File: src/rtl/ost_pkg.sv
`timescale 1ns/1ps
package ost_pkg;

    // Stop-mode tracking state held by the control unit.
    typedef struct packed {
        logic in_stop;
    } ost_ctrl_t;

    // Derived operating mode, used for readability of the control logic.
    typedef enum logic [1:0] {
        MODE_RUN   = 2'd0,
        MODE_HALT  = 2'd1,
        MODE_SLEEP = 2'd2
    } ost_mode_e;

endpackage

File: src/rtl/ost_ctrl.sv
`timescale 1ns/1ps
module ost_ctrl
    import ost_pkg::*;
(
    input  logic clk_osc,
    input  logic rst_n,
    input  logic osc_halt,
    input  logic stop_enter,
    input  logic stop_release,
    output logic cnt_clr,
    output logic cnt_adv
);

    ost_ctrl_t st_d, st_q;
    ost_mode_e mode;

    always_comb begin
        st_d = st_q;
        if (stop_enter) begin
            st_d.in_stop = 1'b1;
        end else if (stop_release) begin
            st_d.in_stop = 1'b0;
        end

        if (osc_halt) begin
            mode = MODE_HALT;
        end else if (stop_enter || (st_q.in_stop && !stop_release)) begin
            mode = MODE_SLEEP;
        end else begin
            mode = MODE_RUN;
        end

        cnt_clr = osc_halt || stop_enter;
        cnt_adv = (mode == MODE_RUN);
    end

    always_ff @(posedge clk_osc or negedge rst_n) begin
        if (!rst_n) begin
            st_q <= '0;
        end else begin
            st_q <= st_d;
        end
    end

    // Inside stop mode with no release pending, nothing advances.
    p_frozen_in_stop_r7: assert property (@(posedge clk_osc) disable iff (!rst_n)
        (st_q.in_stop && !stop_release) |-> !cnt_adv);

    // Entry beats release on the same edge.
    p_enter_wins_r7: assert property (@(posedge clk_osc) disable iff (!rst_n)
        (stop_enter && stop_release) |=> (st_q.in_stop && !$past(cnt_adv)));

    // A release with the oscillator running counts on that very edge.
    p_release_counts_r8: assert property (@(posedge clk_osc) disable iff (!rst_n)
        (stop_release && !stop_enter && !osc_halt) |-> cnt_adv);

    // Halt never lets the counter advance.
    p_halt_blocks_r5: assert property (@(posedge clk_osc) disable iff (!rst_n)
        osc_halt |-> (cnt_clr && !cnt_adv));

endmodule

File: src/rtl/ost_counter.sv
`timescale 1ns/1ps
module ost_counter #(
    parameter int unsigned CNT_W   = 19,
    parameter int unsigned SAT_VAL = 262160
) (
    input  logic             clk_osc,
    input  logic             rst_n,
    input  logic             cnt_clr,
    input  logic             cnt_adv,
    output logic [CNT_W-1:0] cnt_nxt,
    output logic [CNT_W-1:0] cnt_q
);

    localparam logic [CNT_W-1:0] SAT = CNT_W'(SAT_VAL);

    logic [CNT_W-1:0] cnt_d;

    always_comb begin
        cnt_d = cnt_q;
        if (cnt_clr) begin
            cnt_d = '0;
        end else if (cnt_adv && (cnt_q != SAT)) begin
            cnt_d = cnt_q + CNT_W'(1);
        end
        cnt_nxt = cnt_d;
    end

    always_ff @(posedge clk_osc or negedge rst_n) begin
        if (!rst_n) begin
            cnt_q <= '0;
        end else begin
            cnt_q <= cnt_d;
        end
    end

    p_no_overflow_r4: assert property (@(posedge clk_osc) disable iff (!rst_n)
        cnt_q <= SAT);

    p_clear_zero_r5: assert property (@(posedge clk_osc) disable iff (!rst_n)
        cnt_clr |=> (cnt_q == '0));

    p_hold_idle_r7: assert property (@(posedge clk_osc) disable iff (!rst_n)
        (!cnt_clr && !cnt_adv) |=> $stable(cnt_q));

    p_single_step_r2: assert property (@(posedge clk_osc) disable iff (!rst_n)
        (cnt_adv && !cnt_clr && (cnt_q != SAT)) |=> (cnt_q == CNT_W'($past(cnt_q) + 1'b1)));

endmodule

File: src/rtl/ost_thermo.sv
`timescale 1ns/1ps
module ost_thermo #(
    parameter int unsigned              N_STAGE = 8,
    parameter int unsigned              CNT_W   = 19,
    parameter int unsigned              OFFSET  = 16,
    parameter logic [N_STAGE-1:0][4:0]  EXPS    = {5'd8, 5'd9, 5'd10, 5'd11,
                                                   5'd13, 5'd15, 5'd17, 5'd18}
) (
    input  logic               clk_osc,
    input  logic               rst_n,
    input  logic               cnt_clr,
    input  logic [CNT_W-1:0]   cnt_nxt,
    output logic [N_STAGE-1:0] status_q
);

    logic [N_STAGE-1:0] hit;
    logic [N_STAGE-1:0] status_d;
    logic [N_STAGE-1:0] gap;

    for (genvar gi = 0; gi < N_STAGE; gi++) begin : g_stage
        localparam logic [CNT_W-1:0] THR = CNT_W'((64'd1 << EXPS[gi]) + 64'(OFFSET));
        assign hit[gi] = (cnt_nxt == THR);
    end

    always_comb begin
        if (cnt_clr) begin
            status_d = '0;
        end else begin
            status_d = status_q | hit;
        end
    end

    always_ff @(posedge clk_osc or negedge rst_n) begin
        if (!rst_n) begin
            status_q <= '0;
        end else begin
            status_q <= status_d;
        end
    end

    assign gap = ~status_q;

    // Ones only at the top, zeros only at the bottom.
    p_thermo_shape_r3: assert property (@(posedge clk_osc) disable iff (!rst_n)
        ((gap & N_STAGE'(gap + N_STAGE'(1))) == '0));

    p_sticky_bits_r4: assert property (@(posedge clk_osc) disable iff (!rst_n)
        !cnt_clr |=> ((status_q & $past(status_q)) == $past(status_q)));

    p_clear_status_r5: assert property (@(posedge clk_osc) disable iff (!rst_n)
        cnt_clr |=> (status_q == '0));

    p_at_most_one_new_r2: assert property (@(posedge clk_osc) disable iff (!rst_n)
        !cnt_clr |=> ($countones(status_q) <= $countones($past(status_q)) + 1));

endmodule

File: src/rtl/osc_stab_monitor.sv
`timescale 1ns/1ps
module osc_stab_monitor #(
    parameter int unsigned              N_STAGE = 8,
    parameter int unsigned              CNT_W   = 19,
    parameter int unsigned              OFFSET  = 16,
    parameter logic [N_STAGE-1:0][4:0]  EXPS    = {5'd8, 5'd9, 5'd10, 5'd11,
                                                   5'd13, 5'd15, 5'd17, 5'd18}
) (
    input  logic               clk_osc,
    input  logic               rst_n,
    input  logic               osc_halt,
    input  logic               stop_enter,
    input  logic               stop_release,
    input  logic               rd_en,
    output logic [N_STAGE-1:0] rd_data
);

    // The lowest bit carries the longest wait, so the count stops there.
    localparam int unsigned SAT_VAL = int'((64'd1 << EXPS[0]) + 64'(OFFSET));

    logic               cnt_clr;
    logic               cnt_adv;
    logic [CNT_W-1:0]   cnt_nxt;
    logic [CNT_W-1:0]   cnt_q;
    logic [N_STAGE-1:0] status_q;

    ost_ctrl u_ctrl (
        .clk_osc      (clk_osc),
        .rst_n        (rst_n),
        .osc_halt     (osc_halt),
        .stop_enter   (stop_enter),
        .stop_release (stop_release),
        .cnt_clr      (cnt_clr),
        .cnt_adv      (cnt_adv)
    );

    ost_counter #(
        .CNT_W   (CNT_W),
        .SAT_VAL (SAT_VAL)
    ) u_counter (
        .clk_osc (clk_osc),
        .rst_n   (rst_n),
        .cnt_clr (cnt_clr),
        .cnt_adv (cnt_adv),
        .cnt_nxt (cnt_nxt),
        .cnt_q   (cnt_q)
    );

    ost_thermo #(
        .N_STAGE (N_STAGE),
        .CNT_W   (CNT_W),
        .OFFSET  (OFFSET),
        .EXPS    (EXPS)
    ) u_thermo (
        .clk_osc  (clk_osc),
        .rst_n    (rst_n),
        .cnt_clr  (cnt_clr),
        .cnt_nxt  (cnt_nxt),
        .status_q (status_q)
    );

    assign rd_data = rd_en ? status_q : '0;

    // Once the count is saturated, every status bit is set.
    p_full_at_sat_r4: assert property (@(posedge clk_osc) disable iff (!rst_n)
        (cnt_q == CNT_W'(SAT_VAL)) |-> (status_q == '1));

    // A non-empty status implies a count at least as long as the first threshold.
    p_status_needs_count_r2: assert property (@(posedge clk_osc) disable iff (!rst_n)
        (status_q != '0) |-> (cnt_q >= CNT_W'((64'd1 << EXPS[N_STAGE-1]) + 64'(OFFSET))));

endmodule

File: config.mk
export PLATFORM = sky130hd
export DESIGN_NAME = osc_stab_monitor
export DESIGN_NICKNAME = d
export VERILOG_FILES = /design/src/rtl/ost_pkg.sv /design/src/rtl/ost_ctrl.sv /design/src/rtl/ost_counter.sv /design/src/rtl/ost_thermo.sv /design/src/rtl/osc_stab_monitor.sv
export SDC_FILE = /design/constraint.sdc
export NUM_CORES = 1
export LEC_CHECK = 0
export BUFFER_PORTS_ARGS = -buffer_cell sky130_fd_sc_hd__buf_2
export CELL_PAD_IN_SITES_DETAIL_PLACEMENT = 0
export CELL_PAD_IN_SITES_GLOBAL_PLACEMENT = 2
export CORE_MARGIN = 10
export CORE_UTILIZATION = 33
export DETAILED_ROUTE_END_ITERATION = 8
export PLACE_DENSITY = 0.72
export SKIP_CTS_REPAIR_TIMING = 1
export SLEW_MARGIN = 20
export SYNTH_ARGS = -nofsm -noshare
export SYNTH_HDL_FRONTEND = slang
export SYNTH_SLANG_ARGS = --single-unit
File: constraint.sdc
create_clock -name clk_osc -period 2.5 [get_ports clk_osc]
set_input_delay 0.125 -clock clk_osc [delete_from_list [all_inputs] [get_ports clk_osc]]
set_output_delay 0.125 -clock clk_osc [all_outputs]
set_load 0.03 [all_outputs]
==> impl_metrics.tcl <==
set metrics [dict create \
    dp_hpwl_um 4050 \
    post-route-util_pct 46.3 \
    wl_per_cell_um 15.9 \
    clock_skew_ns 0.00585 \
    end_kind "flop" \
    synth_fa_ha_area_share_pct 1.34 \
    overflow 0 \
    cts.reportedPaths.clkPinSlew_ns 0.10 \
    grt_max_degree 29 \
    fin_ws_ns 0.0782 \
    grt_usage_pct 12.2 \
    yosys_register_bits 28 \
    synthSimpleGateAreaFrac_pct 35.2 \
    power_frac_clock_pct 35.4 \
    ys_top_cells_by_count "dfrtp_1 (28), nor2_1 (26), nand2_1 (24), nand4_1 (10)" \
    die_w_um 95.3 \
    path_max_fanout 5 \
    fmax_mhz 413 \
    crit_type "reg2reg" \
    cts_tree "built" \
    hold_path_class "in2reg" \
    power_density_nw_per_um2 330 \
    synthXorXnorAreaFrac_pct 7.95 \
    worst-slew-pin-transition_ns 0.685 \
    cts_htree_levels 1 \
    pwr-share-comb_pct 10.1 \
    min_period_ns 2.42 \
    clk_latency_ns 0.28 \
    relSlewSlack_pct 54.3 \
    synth_top_family_by_area "simple AND/OR/NAND/NOR gates" \
    portBuffers 13 \
    antenna_left 0 \
    remaining_drc_errors 0 \
    avgSynthCellArea_sq_um 8.55 \
    area_growth_pct 36.2 \
    antenna_found_initial 0 \
    die_area_sq_um 9090 \
    syn_area_sq_um 1870 \
    placedCellCount 330 \
    grt_first_pass_wirelength_um 8860 \
    maxCapViolCount 0 \
    ys_types 52 \
    clock-sinks 28 \
    ir_drop_mv 0.269 \
    die_h_um 95.3 \
    synth_area_leaders "dfrtp_1 (37%), nor2_1 (5.2%), nand2_1 (4.8%)" \
    vias 1830 \
    drt-initial-drc-count 102 \
    synth_mux_area_share_pct 0.534 \
    setup_viol 0 \
    hold_viol_final 0 \
    ys.flop_type "dfrtp_1" \
    synth-edff-count 0 \
    synthesis.nets 227 \
    fin_area_sq_um 2550 \
    grt_pass1_vias 1778 \
    cts-root-buf "clkbuf_8" \
    outcome "complete, no violations" \
    async_flop_share_pct 100 \
    power_switching_uw 210 \
    start_kind "flop" \
    io-pin-count 14 \
    dp_slack_ns 0.0211 \
    synth_top_area_cell "dfrtp_1" \
    nets 281 \
    placed_area_sq_um 2250 \
    viasPerCell 5.32 \
    synth.most_common_cell "dfrtp_1" \
    first_pass_iters 4 \
    slew_viol_final 0 \
    drive_gt1_share_pct 35.3 \
    cp.required_ns 2.71 \
    synth_compound_area_share_pct 13.8 \
    insertedDiodeCount 0 \
    swShare_pct 25.0 \
    synth_top_cell_area_share_pct 37.4 \
    start_util_pct 34.0 \
    clockBufferDepth 2 \
    wl_um 5480 \
    gp_congestion 0.885 \
    rows 27 \
    post-route-period-util_pct 96.9 \
    p_leak_uw 0.00105 \
    finalNonFillerCells 344 \
    seq_power_share_pct 54.6 \
    cts_inserted_buffers 3 \
    p_int_uw 630 \
    yosysWarnings 0 \
    cp.arrival_ns 2.63 \
    synth-seq-area-share_pct 37.4 \
    core-area_sq_um 5510 \
    syn_inst 219 \
]
[cell families after synthesis]
family                     Yosys count
AOI/OAI and AO/OA                   35
xor gates and xnor gates            17
adders and majority gates            2
buffers and inverters               15
DFF                                 28
muxes                                1
and+or+nand+nor                    121
[power by group through the flow]
stage	clock (uW)	combinational (uW)	sequential [uW]
after floorplan	0	31.0	467
after global placement	0	66.8	467
after detailed placement	0	64.7	467
after CTS	307	64.9	458
after global routing	319	92.5	459
final	297	84.7	459
[layout by cell type, fill, tap and decap left out, types with 3 or more instances in the layout]
cell and n:
o21ai_0 5, o31ai_1 4, nand2b_1 4, nor4_1 4
nor3_1 4, and4_1 3, nand2_1 23, nand3_1 7
and2_1 8, a21oi_1 3, nor2_1 25, dfrtp_1 26
xnor2_1 7, buf_4 45, nor3_2 5, clkbuf_8 4
buf_2 13, xor2_1 9, and3_1 3, nand4_1 10
inv_1 3
[critical path: stages, from the launching register on]
cell	delay, ns
dfrtp_1	0.44
inv_2	0.10
ha_4	0.13
nand4bb_1	0.10
nor3_2	0.26
buf_4	0.17
o221ai_4	0.09
nor3_2	0.17
buf_4	0.15
nand4_1	0.09
or3b_4	0.43
o31ai_2	0.21
[final timing paths]
kind / start / to / slack, ns / cells after the start
max: u_counter.cnt_q[0] / u_thermo.status_q[0] / 0.08 / 11
min in group asynchronous: rst_n / u_counter.cnt_q[3] / 0.40 / 2
max reg2reg: u_counter.cnt_q[0] / u_thermo.status_q[0] / 0.08 / 11
min: osc_halt / u_counter.cnt_q[0] / 0.19 / 4
min reg2reg: u_thermo.status_q[1] / u_thermo.status_q[1] / 0.48 / 2
max in group asynchronous: rst_n / u_counter.cnt_q[2] / 1.61 / 2
[stage by stage]
stage	TNS (ns)	total power (uW)	hold WS [ns]
floorplan	0	498	-0.171
global placement	0	534	0.206
detailed placement	0	532	0.202
CTS	-0.0122	830	-0.116
global route	-0.0986	871	0.197
finish	0	841	0.186
[area by class of cell]
class	instances	area, sq um
multi-input cells	176	1270
repair buffers	59	413
well taps	72	90.1
clock buffers	4	55.1
inverters	5	18.8
fillers	544	2960
flip-flops and latches	28	703
[state kept, by name (all words and copies together) (netlist names)]
signal	cells
u_thermo.status_q	8
u_ctrl.st_q	1
u_counter.cnt_q	19
[metal layers]
metal  wire length [um]  GRT usage [%]
met1               2660           16.5
met3                176           2.67
met4                 47           2.99
met5                  0              0
met2               2590           19.3
(Power assumes the default switching activity.)
